### src/rtl/muldiv_pkg.sv
// Shared definitions for the multiply/divide engine.
// Assumes: the operation code is carried on a 2-bit port.
package muldiv_pkg;

    typedef enum logic [1:0] {
        OP_MUL    = 2'd0,
        OP_DIV    = 2'd1,
        OP_DIV_AB = 2'd2,
        OP_MUL_AB = 2'd3
    } md_op_e;

endpackage

### src/rtl/md_seq.sv
// Step sequencer: accepts a start while idle, counts the loop steps,
// and emits a one-cycle done after the final step.
// Assumes: LONG_STEPS >= SHORT_STEPS >= 2.
module md_seq #(
    parameter int LONG_STEPS  = 16,
    parameter int SHORT_STEPS = 8
) (
    input  logic clk,
    input  logic rst_n,
    input  logic start,
    input  logic long_op,
    output logic busy,
    output logic load,
    output logic step,
    output logic last,
    output logic done
);
    localparam int CW = $clog2(LONG_STEPS + 1);
    localparam logic [CW-1:0] N_LONG  = CW'(LONG_STEPS);
    localparam logic [CW-1:0] N_SHORT = CW'(SHORT_STEPS);

    logic [CW-1:0] cnt;

    // Accept only while idle; the loop steps on every busy cycle.
    always_comb begin
        load = start && !busy;
        step = busy;
        last = busy && (cnt == CW'(1));
    end

    // Count remaining steps and produce the busy level and done pulse.
    always_ff @(posedge clk) begin
        if (!rst_n) begin
            busy <= 1'b0;
            cnt  <= '0;
            done <= 1'b0;
        end else begin
            done <= last;
            if (load) begin
                busy <= 1'b1;
                cnt  <= long_op ? N_LONG : N_SHORT;
            end else if (busy) begin
                cnt <= cnt - CW'(1);
                if (last) busy <= 1'b0;
            end
        end
    end

    a_r2_done_single: assert property (@(posedge clk) disable iff (!rst_n)
        done |=> !done);
    a_r2_done_idle: assert property (@(posedge clk) disable iff (!rst_n)
        done |-> !busy);
    a_r2_busy_after_accept: assert property (@(posedge clk) disable iff (!rst_n)
        (start && !busy) |=> busy);
    a_r3_busy_holds: assert property (@(posedge clk) disable iff (!rst_n)
        (busy && !last) |=> (busy && !done));

endmodule

### src/rtl/md_mul.sv
// Shift-add multiplier: scans the multiplier from its top active bit,
// doubling the accumulator and adding the multiplicand on each 1 bit.
// Assumes: 8-bit operands are aligned so their MSB sits at bit DW-1.
module md_mul #(
    parameter int DW = 16,
    parameter int BW = 8
) (
    input  logic            clk,
    input  logic            rst_n,
    input  logic            load,
    input  logic            step,
    input  logic            short_op,
    input  logic [DW-1:0]   a,
    input  logic [DW-1:0]   b,
    output logic [2*DW-1:0] prod_nxt
);
    localparam int PW = 2 * DW;

    logic [PW-1:0] acc;
    logic [DW-1:0] mcand;
    logic [DW-1:0] mplier;

    // Next partial product: shift left, add multiplicand on a set bit.
    always_comb begin
        prod_nxt = {acc[PW-2:0], 1'b0}
                 + (mplier[DW-1] ? {{DW{1'b0}}, mcand} : {PW{1'b0}});
    end

    // Load aligned operands, then advance one multiplier bit per step.
    always_ff @(posedge clk) begin
        if (!rst_n) begin
            acc    <= '0;
            mcand  <= '0;
            mplier <= '0;
        end else if (load) begin
            acc    <= '0;
            mcand  <= short_op ? {{(DW-BW){1'b0}}, a[BW-1:0]} : a;
            mplier <= short_op ? {b[BW-1:0], {(DW-BW){1'b0}}} : b;
        end else if (step) begin
            acc    <= prod_nxt;
            mplier <= {mplier[DW-2:0], 1'b0};
        end
    end

    a_r4_acc_bounded: assert property (@(posedge clk) disable iff (!rst_n)
        (step && mcand == '0) |=> (acc == '0));

endmodule

### src/rtl/md_div.sv
// Restoring divider: brings one dividend bit into the partial remainder
// per step, subtracts the divisor when it fits and records the bit.
// Assumes: 8-bit dividends are aligned so their MSB sits at bit DW-1.
module md_div #(
    parameter int DW = 16,
    parameter int BW = 8
) (
    input  logic          clk,
    input  logic          rst_n,
    input  logic          load,
    input  logic          step,
    input  logic          short_op,
    input  logic [DW-1:0] a,
    input  logic [DW-1:0] b,
    output logic [DW-1:0] quo_nxt,
    output logic [DW-1:0] rem_nxt
);
    logic [DW-1:0] rem;
    logic [DW-1:0] quo;
    logic [DW-1:0] dvd;
    logic [DW-1:0] dvs;
    logic [DW:0]   shifted;
    logic [DW+1:0] diff;
    logic          fits;

    // Trial subtraction of the divisor from the shifted remainder.
    always_comb begin
        shifted = {rem, dvd[DW-1]};
        diff    = {1'b0, shifted} - {2'b00, dvs};
        fits    = !diff[DW+1];
        rem_nxt = fits ? diff[DW-1:0] : shifted[DW-1:0];
        quo_nxt = {quo[DW-2:0], fits};
    end

    // Load aligned operands, then perform one restoring step per cycle.
    always_ff @(posedge clk) begin
        if (!rst_n) begin
            rem <= '0;
            quo <= '0;
            dvd <= '0;
            dvs <= '0;
        end else if (load) begin
            rem <= '0;
            quo <= '0;
            dvd <= short_op ? {a[BW-1:0], {(DW-BW){1'b0}}} : a;
            dvs <= short_op ? {{(DW-BW){1'b0}}, b[BW-1:0]} : b;
        end else if (step) begin
            rem <= rem_nxt;
            quo <= quo_nxt;
            dvd <= {dvd[DW-2:0], 1'b0};
        end
    end

    a_r8_rem_below_divisor: assert property (@(posedge clk) disable iff (!rst_n)
        (dvs != '0) |-> (rem < dvs));

endmodule

### src/rtl/muldiv_unit.sv
// Top of the multiply/divide engine: selects the width, runs the
// sequencer and both loops, and formats the final outputs on the last step.
// Assumes: DW = 2*BW; accumulator forms always use BW-bit operands.
module muldiv_unit
    import muldiv_pkg::*;
#(
    parameter int DW = 16,
    parameter int BW = 8
) (
    input  logic            clk,
    input  logic            rst_n,
    input  logic            start,
    input  logic [1:0]      op,
    input  logic            wide,
    input  logic [DW-1:0]   opa,
    input  logic [DW-1:0]   opb,
    output logic            busy,
    output logic            done,
    output logic [2*DW-1:0] result,
    output logic [BW-1:0]   acc_lo,
    output logic [BW-1:0]   acc_hi,
    output logic            ovf
);
    localparam int PW = 2 * DW;

    md_op_e          op_in;
    md_op_e          op_q;
    logic            long_in;
    logic            long_q;
    logic            divz_q;
    logic            load;
    logic            step;
    logic            last;
    logic [PW-1:0]   prod_nxt;
    logic [DW-1:0]   quo_nxt;
    logic [DW-1:0]   rem_nxt;
    logic [PW-1:0]   fin_res;
    logic [BW-1:0]   fin_lo;
    logic [BW-1:0]   fin_hi;
    logic            fin_ovf;

    // Decode the request: only the register forms may select 16 bits.
    always_comb begin
        op_in   = md_op_e'(op);
        long_in = wide && (op_in == OP_MUL || op_in == OP_DIV);
    end

    md_seq #(.LONG_STEPS(DW), .SHORT_STEPS(BW)) u_seq (
        .clk     (clk),
        .rst_n   (rst_n),
        .start   (start),
        .long_op (long_in),
        .busy    (busy),
        .load    (load),
        .step    (step),
        .last    (last),
        .done    (done)
    );

    md_mul #(.DW(DW), .BW(BW)) u_mul (
        .clk      (clk),
        .rst_n    (rst_n),
        .load     (load),
        .step     (step),
        .short_op (!long_in),
        .a        (opa),
        .b        (opb),
        .prod_nxt (prod_nxt)
    );

    md_div #(.DW(DW), .BW(BW)) u_div (
        .clk      (clk),
        .rst_n    (rst_n),
        .load     (load),
        .step     (step),
        .short_op (!long_in),
        .a        (opa),
        .b        (opb),
        .quo_nxt  (quo_nxt),
        .rem_nxt  (rem_nxt)
    );

    // Capture the operation, width and zero-divisor flag at acceptance.
    always_ff @(posedge clk) begin
        if (!rst_n) begin
            op_q   <= OP_MUL;
            long_q <= 1'b0;
            divz_q <= 1'b0;
        end else if (load) begin
            op_q   <= op_in;
            long_q <= long_in;
            divz_q <= long_in ? (opb == '0) : (opb[BW-1:0] == '0);
        end
    end

    // Format the outputs from the final loop step.
    always_comb begin
        fin_res = '0;
        fin_lo  = '0;
        fin_hi  = '0;
        fin_ovf = 1'b0;
        case (op_q)
            OP_MUL, OP_MUL_AB: begin
                if (long_q) begin
                    fin_res = prod_nxt;
                    fin_ovf = (prod_nxt[PW-1:DW] != '0);
                end else begin
                    fin_res = {{DW{1'b0}}, prod_nxt[DW-1:0]};
                    fin_ovf = (prod_nxt[DW-1:BW] != '0);
                end
                if (op_q == OP_MUL_AB) begin
                    fin_lo = prod_nxt[BW-1:0];
                    fin_hi = prod_nxt[DW-1:BW];
                end
            end
            default: begin
                if (divz_q) begin
                    fin_ovf = 1'b1;
                    fin_res = long_q ? {PW{1'b1}} : {{DW{1'b0}}, {DW{1'b1}}};
                end else if (long_q) begin
                    fin_res = {quo_nxt, rem_nxt};
                end else begin
                    fin_res = {{DW{1'b0}}, quo_nxt[BW-1:0], rem_nxt[BW-1:0]};
                end
                if (op_q == OP_DIV_AB) begin
                    fin_lo = divz_q ? {BW{1'b1}} : quo_nxt[BW-1:0];
                    fin_hi = divz_q ? {BW{1'b1}} : rem_nxt[BW-1:0];
                end
            end
        endcase
    end

    // Output registers update only on the final step and hold otherwise.
    always_ff @(posedge clk) begin
        if (!rst_n) begin
            result <= '0;
            acc_lo <= '0;
            acc_hi <= '0;
            ovf    <= 1'b0;
        end else if (last) begin
            result <= fin_res;
            acc_lo <= fin_lo;
            acc_hi <= fin_hi;
            ovf    <= fin_ovf;
        end
    end

    a_r12_hold_outputs: assert property (@(posedge clk) disable iff (!rst_n)
        !done |-> ($stable(result) && $stable(ovf) && $stable(acc_lo)));
    a_r6_no_ovf_upper_zero: assert property (@(posedge clk) disable iff (!rst_n)
        (done && !ovf && long_q && op_q == OP_MUL) |-> (result[PW-1:DW] == '0));
    a_r11_divz_flag: assert property (@(posedge clk) disable iff (!rst_n)
        (done && divz_q && (op_q == OP_DIV || op_q == OP_DIV_AB)) |-> (ovf && result[BW-1:0] == '1));
    a_r7_short_upper_clear: assert property (@(posedge clk) disable iff (!rst_n)
        (done && !long_q) |-> (result[PW-1:DW] == '0));

endmodule

### config.mk
export PLATFORM = sky130hd
export DESIGN_NAME = muldiv_unit
export DESIGN_NICKNAME = d
export VERILOG_FILES = /design/src/rtl/muldiv_pkg.sv /design/src/rtl/md_seq.sv /design/src/rtl/md_mul.sv /design/src/rtl/md_div.sv /design/src/rtl/muldiv_unit.sv
export SDC_FILE = /design/constraint.sdc
export NUM_CORES = 1
export LEC_CHECK = 0
export BUFFER_PORTS_ARGS = -buffer_cell sky130_fd_sc_hd__buf_2
export CORE_ASPECT_RATIO = 0.9
export CORE_MARGIN = 1.5
export CORE_UTILIZATION = 55
export DETAILED_ROUTE_END_ITERATION = 8
export HOLD_SLACK_MARGIN = 0.03
export PLACE_DENSITY_LB_ADDON = 0.3
export SLEW_MARGIN = 30
export SYNTH_ARGS = -nofsm -noshare
export SYNTH_HDL_FRONTEND = slang
export SYNTH_SLANG_ARGS = --single-unit
### constraint.sdc
create_clock -name clk -period 5.8 [get_ports clk]
set_clock_uncertainty 0.15 [all_clocks]
set_input_delay 0.87 -clock clk [delete_from_list [all_inputs] [get_ports clk]]
set_output_delay 0.87 -clock clk [all_outputs]
set_load 0.03 [all_outputs]
==> Word-level counts from Yosys, hierarchy flattened <==
Index checks and enable logic that the tools add are counted.
{ "totals": {"word_cells": 73, "ramBits": 0, "n_memories": 0, "out_inout_bits": 51, "inputBits": 38, "reg_bits": 186, "rom_bits": 0, "latchBits": 0} }
{ "op_classes": {"reduce_logical": 15, "mux": 33, "eq_ne": 4, "addsub": 3, "n_lt_le_gt_ge": 0, "n_mul": 0, "n_div": 0, "n_bitwise": 1, "shifts": 0} }
{ "op_table": {"columns": ["op", "n"], "rows": [
  ["2-to-1 mux 16 bit", 10],
  ["2-to-1 mux 32 bit", 5],
  ["2-to-1 mux 8 bit", 8],
  ["adder 32 x 16 -> 32 bit", 1],
  ["subtractor 17 x 16 -> 18 bit", 1],
  ["zero test 16 bit", 1],
  ["nonzero test 16 bit", 1],
  ["2-to-1 mux 5 bit", 3],
  ["zero test 8 bit", 1],
  ["nonzero test 8 bit", 1],
  ["2-to-1 mux 1 bit", 7],
  ["equality test 5 x 1 -> 1 bit (second input constant)", 1],
  ["subtractor 5 x 1 -> 5 bit (second input constant)", 1],
  ["equality test 2 bit (second input constant)", 2],
  ["zero test 2 bit", 2],
  ["OR reduction 2 bit", 2],
  ["logical AND 1 bit", 3],
  ["equality test 2 x 1 -> 1 bit (second input constant)", 1],
  ["zero test 1 bit", 2],
  ["nonzero test 2 bit", 1],
  ["logical OR 1 bit", 1],
  ["NOT 1 bit", 1]
]} }

==> Longest topological paths before layout <==
Gate-level depths: netlist of run 1.
{ "depth": {"depth_word": 5, "mapped_depth": 15, "ltp_nobuf": 13} }

==> Cells and area by module <==
Synthesis of run 1 repeated with hierarchy kept, for this count alone.
{ "unflattened": {"hier_cells": 1250, "area_unflattened_um2": 10704.0} }
{ "modules_own_cells": {"columns": ["mod", "seq_area_each_um2", "cells_per_inst", "area_per_inst_um2", "n_inst"], "rows": [
  ["md_div", 1261.2, 451, 3801.1, 1],
  ["md_mul", 1261.2, 431, 3681.0, 1],
  ["muldiv_unit", 1061.0, 328, 2832.7, 1],
  ["md_seq", 140.1, 40, 389.1, 1]
]} }

==> Worst setup path after synthesis of run 1 <==
OpenSTA, ideal clock, no wires.
{ "synth_path": {"kind": "register to register", "start": "register u_mul.mplier[15]", "end": "register ovf", "n_path_buf": 2, "setup_time_ns": 0.128, "t_arrival_ns": 3.384, "stages_incl_launch_ff": 16, "t_required_ns": 5.522, "path_slack_ns": 2.138, "synth_period_minus_slack_ns": 3.662, "path_cell_list": "dfxtp_1 -> clkbuf_1 -> clkbuf_1 -> and2_1 -> ha_1 -> inv_1 -> fa_1 -> nand2b_1 -> a21o_1 -> a21oi_2 -> a21oi_4 -> xnor2_1 -> or4_1 -> or4_1 -> o211ai_2 -> a31oi_1"} }
{ "synth_between": {"elab_chain_len": 5, "word_cells_on_any_way": 6, "classes_between": "add/sub: 1; mux: 3; reduce/logical: 2"} }
{ "synth_lines": {"columns": ["item", "line", "source"], "rows": [
  ["start, declared", "md_mul.sv:21", "logic [DW-1:0] mplier;"],
  ["start signal, assigned", "md_mul.sv:38", "mplier <= short_op ? {b[BW-1:0], {(DW-BW){1'b0}}} : b;"],
  ["start signal, assigned", "md_mul.sv:41", "mplier <= {mplier[DW-2:0], 1'b0};"],
  ["2-to-1 mux 16 bit (*)", "md_mul.sv:26", "+ (mplier[DW-1] ? {{DW{1'b0}}, mcand} : {PW{1'b0}});"],
  ["adder 32 x 16 -> 32 bit (*)", "md_mul.sv:26", null],
  ["nonzero test 16 bit / nonzero test 8 bit (equally long branches)", "muldiv_unit.sv:106, muldiv_unit.sv:109", null],
  ["2-to-1 mux 1 bit (*)", "muldiv_unit.sv:104", "if (long_q) begin"],
  ["2-to-1 mux 1 bit (*)", "muldiv_unit.sv:102", "case (op_q)"],
  ["end signal, assigned", "muldiv_unit.sv:144", "ovf <= fin_ovf;"],
  ["end, declared", "muldiv_unit.sv:22", "output logic ovf"]
]} }
Mark *: on every way between the ends. The rest lies on a longest branch, timed or not.
A chain may end at the register's enable or synchronous reset.

==> Worst setup path in the final report of run 1 <==
Ends and elaborated chain as after synthesis.

==> summary.md, run 1 <==
| Metric | Value |
|---|---|
| Buffers & Inverters on Critical Path | 1 |
| CTS tree | yes |
| Die Wd | 144 µm |
| Slew headroom | 33.8% |
| Total wire length | 27100 µm |
| Register area | 3730 µm² |
| Clk pin slew, worst setup/hold paths | 0.07 ns |
| TritonCTS Buffers | 17 |
| Maxcap violations | 0 |
| H-tree Lvls | 4 |
| Async SR Flop Fraction | 0% |
| Sink Count | 186 |
| Fin nets | about 1300 |
| Total Power | 3210 µW |
| Worst-Margin Slew | 0.991 ns |
| Remaining global-route overflow | 0 |
| First-pass GRT wire length | approximately 43000 µm |
| Max Slew Vio Count | 0 |
| CP cell instances | and2_1 > ha_1 > inv_1 > fa_1 > nand2b_1 > a21o_1 > a21oi_2 > a21oi_4 > xnor2_1 > or4_1 > or4_1 > o211ai_2 > a31oi_1 |
| Hold Crit Class | reg2reg |
| Sequential element share of the synthesized area | between 30% and 40% |
| Initial antenna violation count | 0 |
| Core area | 17600 µm² |
| Clock Path Buffers | 2 |
| Initial Utilization | 56.1% |
| Final Util | between 60 and 70% |
| Site Rows | 46 |
| Final hold violation count | 0 |
| Seq cells post-synth | 186 |
| Clock latency on the worst-skew pair | 0.45 ns |
| Avg Cell Area, Syn | 8.01 µm² |
| Ys flop type | dfxtp_1 |
| Dpl ws | 2.03 ns |
| WS Path Type | reg2reg |
| Crit path top cell by count | or4_1 |
| Worst flop-to-flop path startpoint | u_mul.mplier[15]$_SDFFE_PN0P_ |
| Max IR drop VDD | 0.220 mV |
| CP max-delay cell | dfxtp_1 |
| Worst R2R End | ovf$_SDFFE_PN0P_ |
| Largest net degree at the start of global routing | 95 |
| Max stage delay on crit path | 0.60 ns |
| Post-synth cell types | 66 |
| Ys Warns | 0 |
| Syn Nets | 1306 |
| Initial DRC Count | 859 |
| PwrDens | 293 nW/µm² |
| Max Clock Freq | 263 MHz |
| I/O pin cnt | 89 |
| CP Capture Type | flip-flop |
| Layout cell share with drive strength beyond 1 | 11.6% |
| Min-Delay Endpoint | result[24]$_SDFFE_PN0P_ |
| Post-route clock period utilization | 65.6% |
| Postcts setup bufs | 0 |
| Root Buffer | clkbuf_16 |
| ANT nets after route | 0 |
| # DRC | 0 |
| EDFF count, synth | 0 |
| CP required | 5.98 ns |
| Multi-input gate area | 5620 µm² |
| CTS Hold Buffers Added | 0 |
| Cts repair resizes | 0 |
| Vias in the first global route | 8234 |
| Startpoint types | flip-flop |
| Routability cong. | 0.917 |
| Die H | between 100 and 150 µm |
| Port bufs | 88 |
| Vias/cell | 5.99 |
| RSZ-0062 raised after global routing | false |
| Die area | 18700 µm² |
| Design Area, Final | 11000 µm² |
| Hpwl dp | about 19000 µm |
| CP Max Fanout | 19 |
| R2r setup slk | 2.00 ns |
| Minimum clock period | 3.80 ns |
| CP Data Arrival Time | ~4.0 ns |
| TritonRoute pass-1 iters | 5 |
| # setup viols final | 0 |
| Mapped cell area | 9850 µm² |
| Placed Area | just over 10000 µm² |
| Antenna diodes | 0 |
| Setup ws final | 2.00 ns |
| Post-Synthesis Cells | about 1200 |
| Leak | about 0.0046 µW |
| Routed len/inst | 17.9 µm |
| Setup TNS | 0 ns |
| Area growth from synthesis to layout | 11.1% |
| Worst reg2reg path depth | 13 |
| CP delay by family, top | simple AND/OR/NAND/NOR gates |
| Fill cell count | about 1600 |
| Worst setup startpoint | u_mul.mplier[15]$_SDFFE_PN0P_ |
| Status | completed |
| Tot GR Track Use | 29.6% |
| Vias post-DR | 9089 |
| Hold path cells | 1 |
| Hold_sp | result[24]$_SDFFE_PN0P_ |
final cells by class:
class	count	share of cell area [%]
Timing Repair Buffer	99	4.81
Inverter	53	1.82
Tap cell	240	2.74
Clock buffer	17	3.88
Sequential cell	186	34.0
Clock inverter	15	1.38
Multi-Input combinational cell	908	51.3
worst max path at each step:
stage,depth (start not counted),end,slack (ns)
6_report,13,ovf$_SDFFE_PN0P_,2.00
5_1_grt,13,ovf$_SDFFE_PN0P_,1.73
4_1_cts,13,ovf$_SDFFE_PN0P_,2.01
3_5_place_dp,13,ovf$_SDFFE_PN0P_,2.03
3_3_place_gp,13,ovf$_SDFFE_PN0P_,2.13
2_1_floorplan,15,ovf$_SDFFE_PN0P_,2.14
where the power goes:
| part | total (µW) | switching [µW] | internal (µW) |
|---|---|---|---|
| Clock | 1150 | 578 | 577 |
| Sequential | 1380 | 50.3 | 1330 |
| Combinational | 676 | 444 | 233 |
| Total | 3210 | 1070 | 2140 |
sequential cells by signal, summed over array words and instances, names as in the netlist:
| name | flops |
|---|---|
| acc_lo | 8 |
| long_q | 1 |
| u_seq.cnt | 5 |
| ovf | 1 |
| u_div.dvd | 16 |
| u_mul.acc | 31 |
| op_q | 2 |
| u_seq.busy | 1 |
| u_div.dvs | 16 |
| u_mul.mplier | 16 |
| u_seq.done | 1 |
| u_div.rem | 16 |
| u_div.quo | 15 |
| result | 32 |
| acc_hi | 8 |
| u_mul.mcand | 16 |
| divz_q | 1 |
stage by stage:
step,hold WS (ns),instances
after floorplan,0.286,1231
after global placement,0.280,1486
after detailed placement,0.283,1486
after CTS,0.305,1518
after global routing,0.311,1518
final,0.302,1518
kinds of logic (layout without fill, tap and decap cells):
logic type                 Yosys count  after routing  share of synthesized area, %
muxes                               27             27                          2.74
DFF                                186            186                          37.8
and+or+nand+nor                    413            413                          19.1
AOI/OAI and AO/OA                  388            388                          26.5
adders and majority gates           37             37                          4.85
buffers and inverters              137            184                          5.26
xor gates and xnor gates            43             43                          3.82
synth_stat cells, types with 3 or more instances:
| cell type | instances | area share [%] |
|---|---|---|
| buf_1 | 9 | 0.34 |
| or2_2 | 3 | 0.19 |
| nor2b_1 | 13 | 0.83 |
| a21o_1 | 24 | 1.8 |
| buf_2 | 3 | 0.15 |
| a31oi_1 | 12 | 0.76 |
| or4_1 | 3 | 0.23 |
| nor4_1 | 6 | 0.38 |
| nor3_1 | 21 | 1.1 |
| nand2_1 | 157 | 6.0 |
| or3_1 | 6 | 0.38 |
| nand2b_1 | 8 | 0.51 |
| and2_1 | 22 | 1.4 |
| xor2_1 | 20 | 1.8 |
| xnor2_1 | 23 | 2.0 |
| ha_1 | 35 | 4.4 |
| o21a_1 | 9 | 0.69 |
| mux2i_1 | 27 | 2.7 |
| o221ai_1 | 15 | 1.3 |
| a2bb2oi_1 | 6 | 0.53 |
| o21ai_1 | 5 | 0.25 |
| o21ai_0 | 88 | 4.5 |
| o41ai_1 | 3 | 0.27 |
| clkbuf_1 | 72 | 2.7 |
| nor2_1 | 104 | 4.0 |
| nand4_1 | 7 | 0.44 |
| o211a_1 | 20 | 2.0 |
| a311oi_1 | 5 | 0.44 |
| nand3_1 | 39 | 2.0 |
| o31a_1 | 3 | 0.27 |
| and3_1 | 16 | 1.0 |
| a21boi_0 | 27 | 2.1 |
| o211ai_1 | 8 | 0.61 |
| a211oi_1 | 33 | 2.5 |
| a211o_1 | 5 | 0.44 |
| dfxtp_1 | 186 | 38 |
| a21oi_1 | 86 | 4.4 |
| a22o_1 | 9 | 0.80 |
| o2bb2ai_1 | 8 | 0.71 |
| inv_1 | 53 | 2.0 |
metal layers:
metal	share of wire, %	track usage, %	wire length, µm	vias to the layer above
met5	0	0	0	-
met4	2.5	9.90	673	0
met2	44	45.1	12000	356
met1	46	41.8	12500	4248
li1	-	-	-	4438
met3	7.6	5.98	2050	47
cells in the final DEF, fill, tap and decap left out, drive strengths merged, types with 12 or more instances in the layout:
cell type and instances:
a211oi 34, a21boi 28, a21o 24, a21oi 88, a31oi 12, and2 22
and3 16, buf 99, clkbuf 17, dfxtp 186, ha 35, inv 63
mux2i 27, nand2 157, nand3 39, nor2 104, nor2b 13, nor3 22
o211a 20, o21ai 93, o221ai 15, xnor2 23, xor2 20
Note: power is estimated with default switching activity, not from simulation.
==> run 2, diff against run 1 <==
--- a/config.mk
+++ b/config.mk
@@ -8,7 +8,7 @@
 export BUFFER_PORTS_ARGS = -buffer_cell sky130_fd_sc_hd__buf_2
 export CORE_ASPECT_RATIO = 0.9
 export CORE_MARGIN = 1.5
-export CORE_UTILIZATION = 55
+export CORE_UTILIZATION = 54
 export DETAILED_ROUTE_END_ITERATION = 8
 export HOLD_SLACK_MARGIN = 0.03
 export PLACE_DENSITY_LB_ADDON = 0.3
==> constraint.sdc (replaced) <==
create_clock -name clk -period 3.2 [get_ports clk]
set_clock_uncertainty 0.15 [all_clocks]
set_input_delay 0.48 -clock clk [delete_from_list [all_inputs] [get_ports clk]]
set_output_delay 0.48 -clock clk [all_outputs]
set_load 0.03 [all_outputs]
==> run 2 against run 1 <==
Largest cell class unchanged; clock power up 75%; the run now ends with negative setup slack left; worst setup slack worse by 2.0 ns; total power up 84%; global-route usage down 0.19 points; critical endpoint unchanged; via count up 3.7%.
==> summary.md, run 2 (synthesis gave the netlist of run 1 again) <==
| Metric | Value |
|---|---|
| Status | finished with violations |
| Failing checks | negative setup slack |
| Maxcap violations | 0 (unchanged) |
| # DRC | 0 (unchanged) |
| Met2 Usage GRT | 45.2% (about the same) |
| Clock Path Buffers | 2 (unchanged) |
| Tot GR Track Use | 29.4% (-0.19 points) |
| Clock latency on the worst-skew pair | 0.44 ns (about the same) |
| Site Rows | 46 (unchanged) |
| Core area | 17700 µm² (+0.98%) |
| Max Slew Vio Count | 0 (unchanged) |
| Most common cell after layout, fill and taps aside | dfxtp_1 |
| Fill cell count | 1577 (+0.38%) |
| Met3 Usage GRT | 5.66% (-0.32 points) |
| CP required | 3.36 ns (-2.62 ns) |
| Max IR drop VDD | 0.401 mV (+82%) |
| Startpoint types | flip-flop |
| Hold Crit Class | in2reg |
| PwrDens | 516 nW/µm² (+76%) |
| CP max-delay cell | or4_1 |
| Initial Utilization | 55.6% (-0.55 points) |
| Largest regs | result: 32 flops, u_mul.acc: 31 flops |
| Final hold violation count | 0 (unchanged) |
| Area growth from synthesis to layout | 16.1% |
| Leak | 0.00489 µW (+5.2%) |
| Vias post-DR | 9424 (+3.7%) |
| Initial antenna violation count | 0 (unchanged) |
| Die area | 19100 µm² (+1.8%) |
| # setup viols final | 1 (+1) |
| Vias in the first global route | 8714 (+5.8%) |
| Met1 Usage GRT | 41.7% (-0.14 points) |
| Max Clock Freq | 310 MHz (+18%) |
| Slew headroom | 51.0% (+17 points) |
| Final Util | 64.5% (+2.2 points) |
| Most frequent cells in the layout | dfxtp_1, nand2_1, nor2_1 |
| Crit path top cell by count | a21oi_4 |
| Setup ws final | -0.0210 ns (-2.02 ns) |
| CP Max Fanout | 2 (-17) |
| GR peak layer | met2 |
| Sink Count | 186 (unchanged) |
| Buffers & Inverters on Critical Path | 1 (unchanged) |
| Post-route clock period utilization | 101% (+35 points) |
| H-tree Lvls | 4 (unchanged) |
| Layout cell share with drive strength beyond 1 | 16.5% (+4.9 points) |
| Routability cong. | 0.972 (+6.0%) |
| Root Buffer | clkbuf_16 |
| CP Capture Type | flip-flop |
| Routed len/inst | 18.1 µm (+1.4%) |
| Total wire length | 28300 µm (+4.4%) |
| CTS Hold Buffers Added | 0 (unchanged) |
| TritonRoute pass-1 iters | 5 (unchanged) |
| CTS tree | yes |
| TritonCTS Buffers | 17 (unchanged) |
| Largest net degree at the start of global routing | 72 (-24%) |
| Worst-Margin Slew | 0.736 ns (-0.255 ns) |
| Multi-input gate area | 5800 µm² (+3.1%) |
| Hpwl dp | 20000 µm (+5.2%) |
| Initial DRC Count | 927 (+7.9%) |
| I/O pin cnt | 89 (unchanged) |
| RSZ-0062 raised after global routing | true |
| Max FFs per register | 32 (unchanged) |
| Die H | 131 µm (+0.90%) |
| First-pass GRT wire length | 45500 µm (+5.3%) |
| Dpl ws | -0.120 ns (-2.15 ns) |
| Max stage delay on crit path | 0.52 ns (-0.08 ns) |
| Antenna diodes | 0 (unchanged) |
| Fin nets | 1385 (+3.4%) |
| Vias/cell | 6.03 (+0.70%) |
| Clk pin slew, worst setup/hold paths | 0.08 ns (about the same) |
| ANT nets after route | 0 (unchanged) |
| Port bufs | 88 (unchanged) |
| Register area | 3730 µm² (about the same) |
| CP delay by family, top | simple AND/OR/NAND/NOR gates |
| CP Data Arrival Time | 3.38 ns (-0.60 ns) |
| Remaining global-route overflow | 0 (unchanged) |
| Top reg by flops | result |
| Die Wd | 145 µm (+0.90%) |
| WS Path Type | reg2reg |
| CP cell instances | and2_4 > ha_4 > inv_2 > fa_2 > nand2b_4 > a21o_1 > a21oi_4 > a21oi_4 > xnor2_2 > or4_1 > or4_4 > o211ai_2 > a31oi_1 |
| Minimum clock period | 3.22 ns (-0.581 ns) |
-- run 2: what timing repair did --
item,4_1_cts,5_1_grt
gates cloned,0,0
pin swaps,5,10
resized for setup,8,24
setup buffers,2,6
setup endpoints to repair,1,27
-- run 2: where the power goes --
group          internal (µW)  switching [µW]
sequential              2420            85.1
clock                   1040             975
combinational            529             860
-- run 2: metrics by stage --
stage / std cells / hold slack, ns / area, µm² / TNS, ns / total power (µW)
2_1_floorplan: 1231 / 0.286 / 9890 / -0.209 / 3440
3_3_place_gp: 1523 / 0.280 / 10700 / -0.0342 / 3800
3_5_place_dp: 1523 / 0.286 / 10700 / -0.120 / 3820
4_1_cts: 1557 / 0.132 / 11300 / -0.0547 / 5820
5_1_grt: 1563 / 0.132 / 11400 / -0.302 / 6150
6_report: 1563 / 0.133 / 11400 / -0.0210 / 5900
-- run 2: layout make-up --
class,count,share of cell area [%]
repair buffers,144,7.56
multi-input cells,908,50.7
flip-flops and latches,186,32.6
clock inverters,13,0.962
inverters,53,1.74
well taps,240,2.62
clock buffers,19,3.87
-- run 2: routing by layer --
| metal | vias up | routed length, µm |
|---|---|---|
| met5 | - | 0 |
| met4 | 0 | 553 |
| met3 | 46 | 2110 |
| met2 | 390 | 12800 |
| met1 | 4463 | 12900 |
| li1 | 4525 | - |
-- run 2: worst paths after layout --
kind	startpoint	to	slack, ns	cells past startpoint
worst max-delay path	u_mul.mplier[15]$_SDFFE_PN0P_	ovf$_SDFFE_PN0P_	-0.02	13
worst max register to register	u_mul.mplier[15]$_SDFFE_PN0P_	ovf$_SDFFE_PN0P_	-0.02	13
worst min-delay path	op[0]	op_q[0]$_SDFFE_PN0P_	0.13	3
worst min register to register	result[27]$_SDFFE_PN0P_	result[27]$_SDFFE_PN0P_	0.30	1
-- run 2: worst register-to-register path: stages, from the launching register on --
cell	delay, ns
dfxtp_2	0.34
and2_4	0.16
ha_4	0.13
inv_2	0.03
fa_2	0.33
nand2b_4	0.15
a21o_1	0.19
a21oi_4	0.20
a21oi_4	0.09
xnor2_2	0.14
or4_1	0.52
or4_4	0.43
o211ai_2	0.18
a31oi_1	0.05
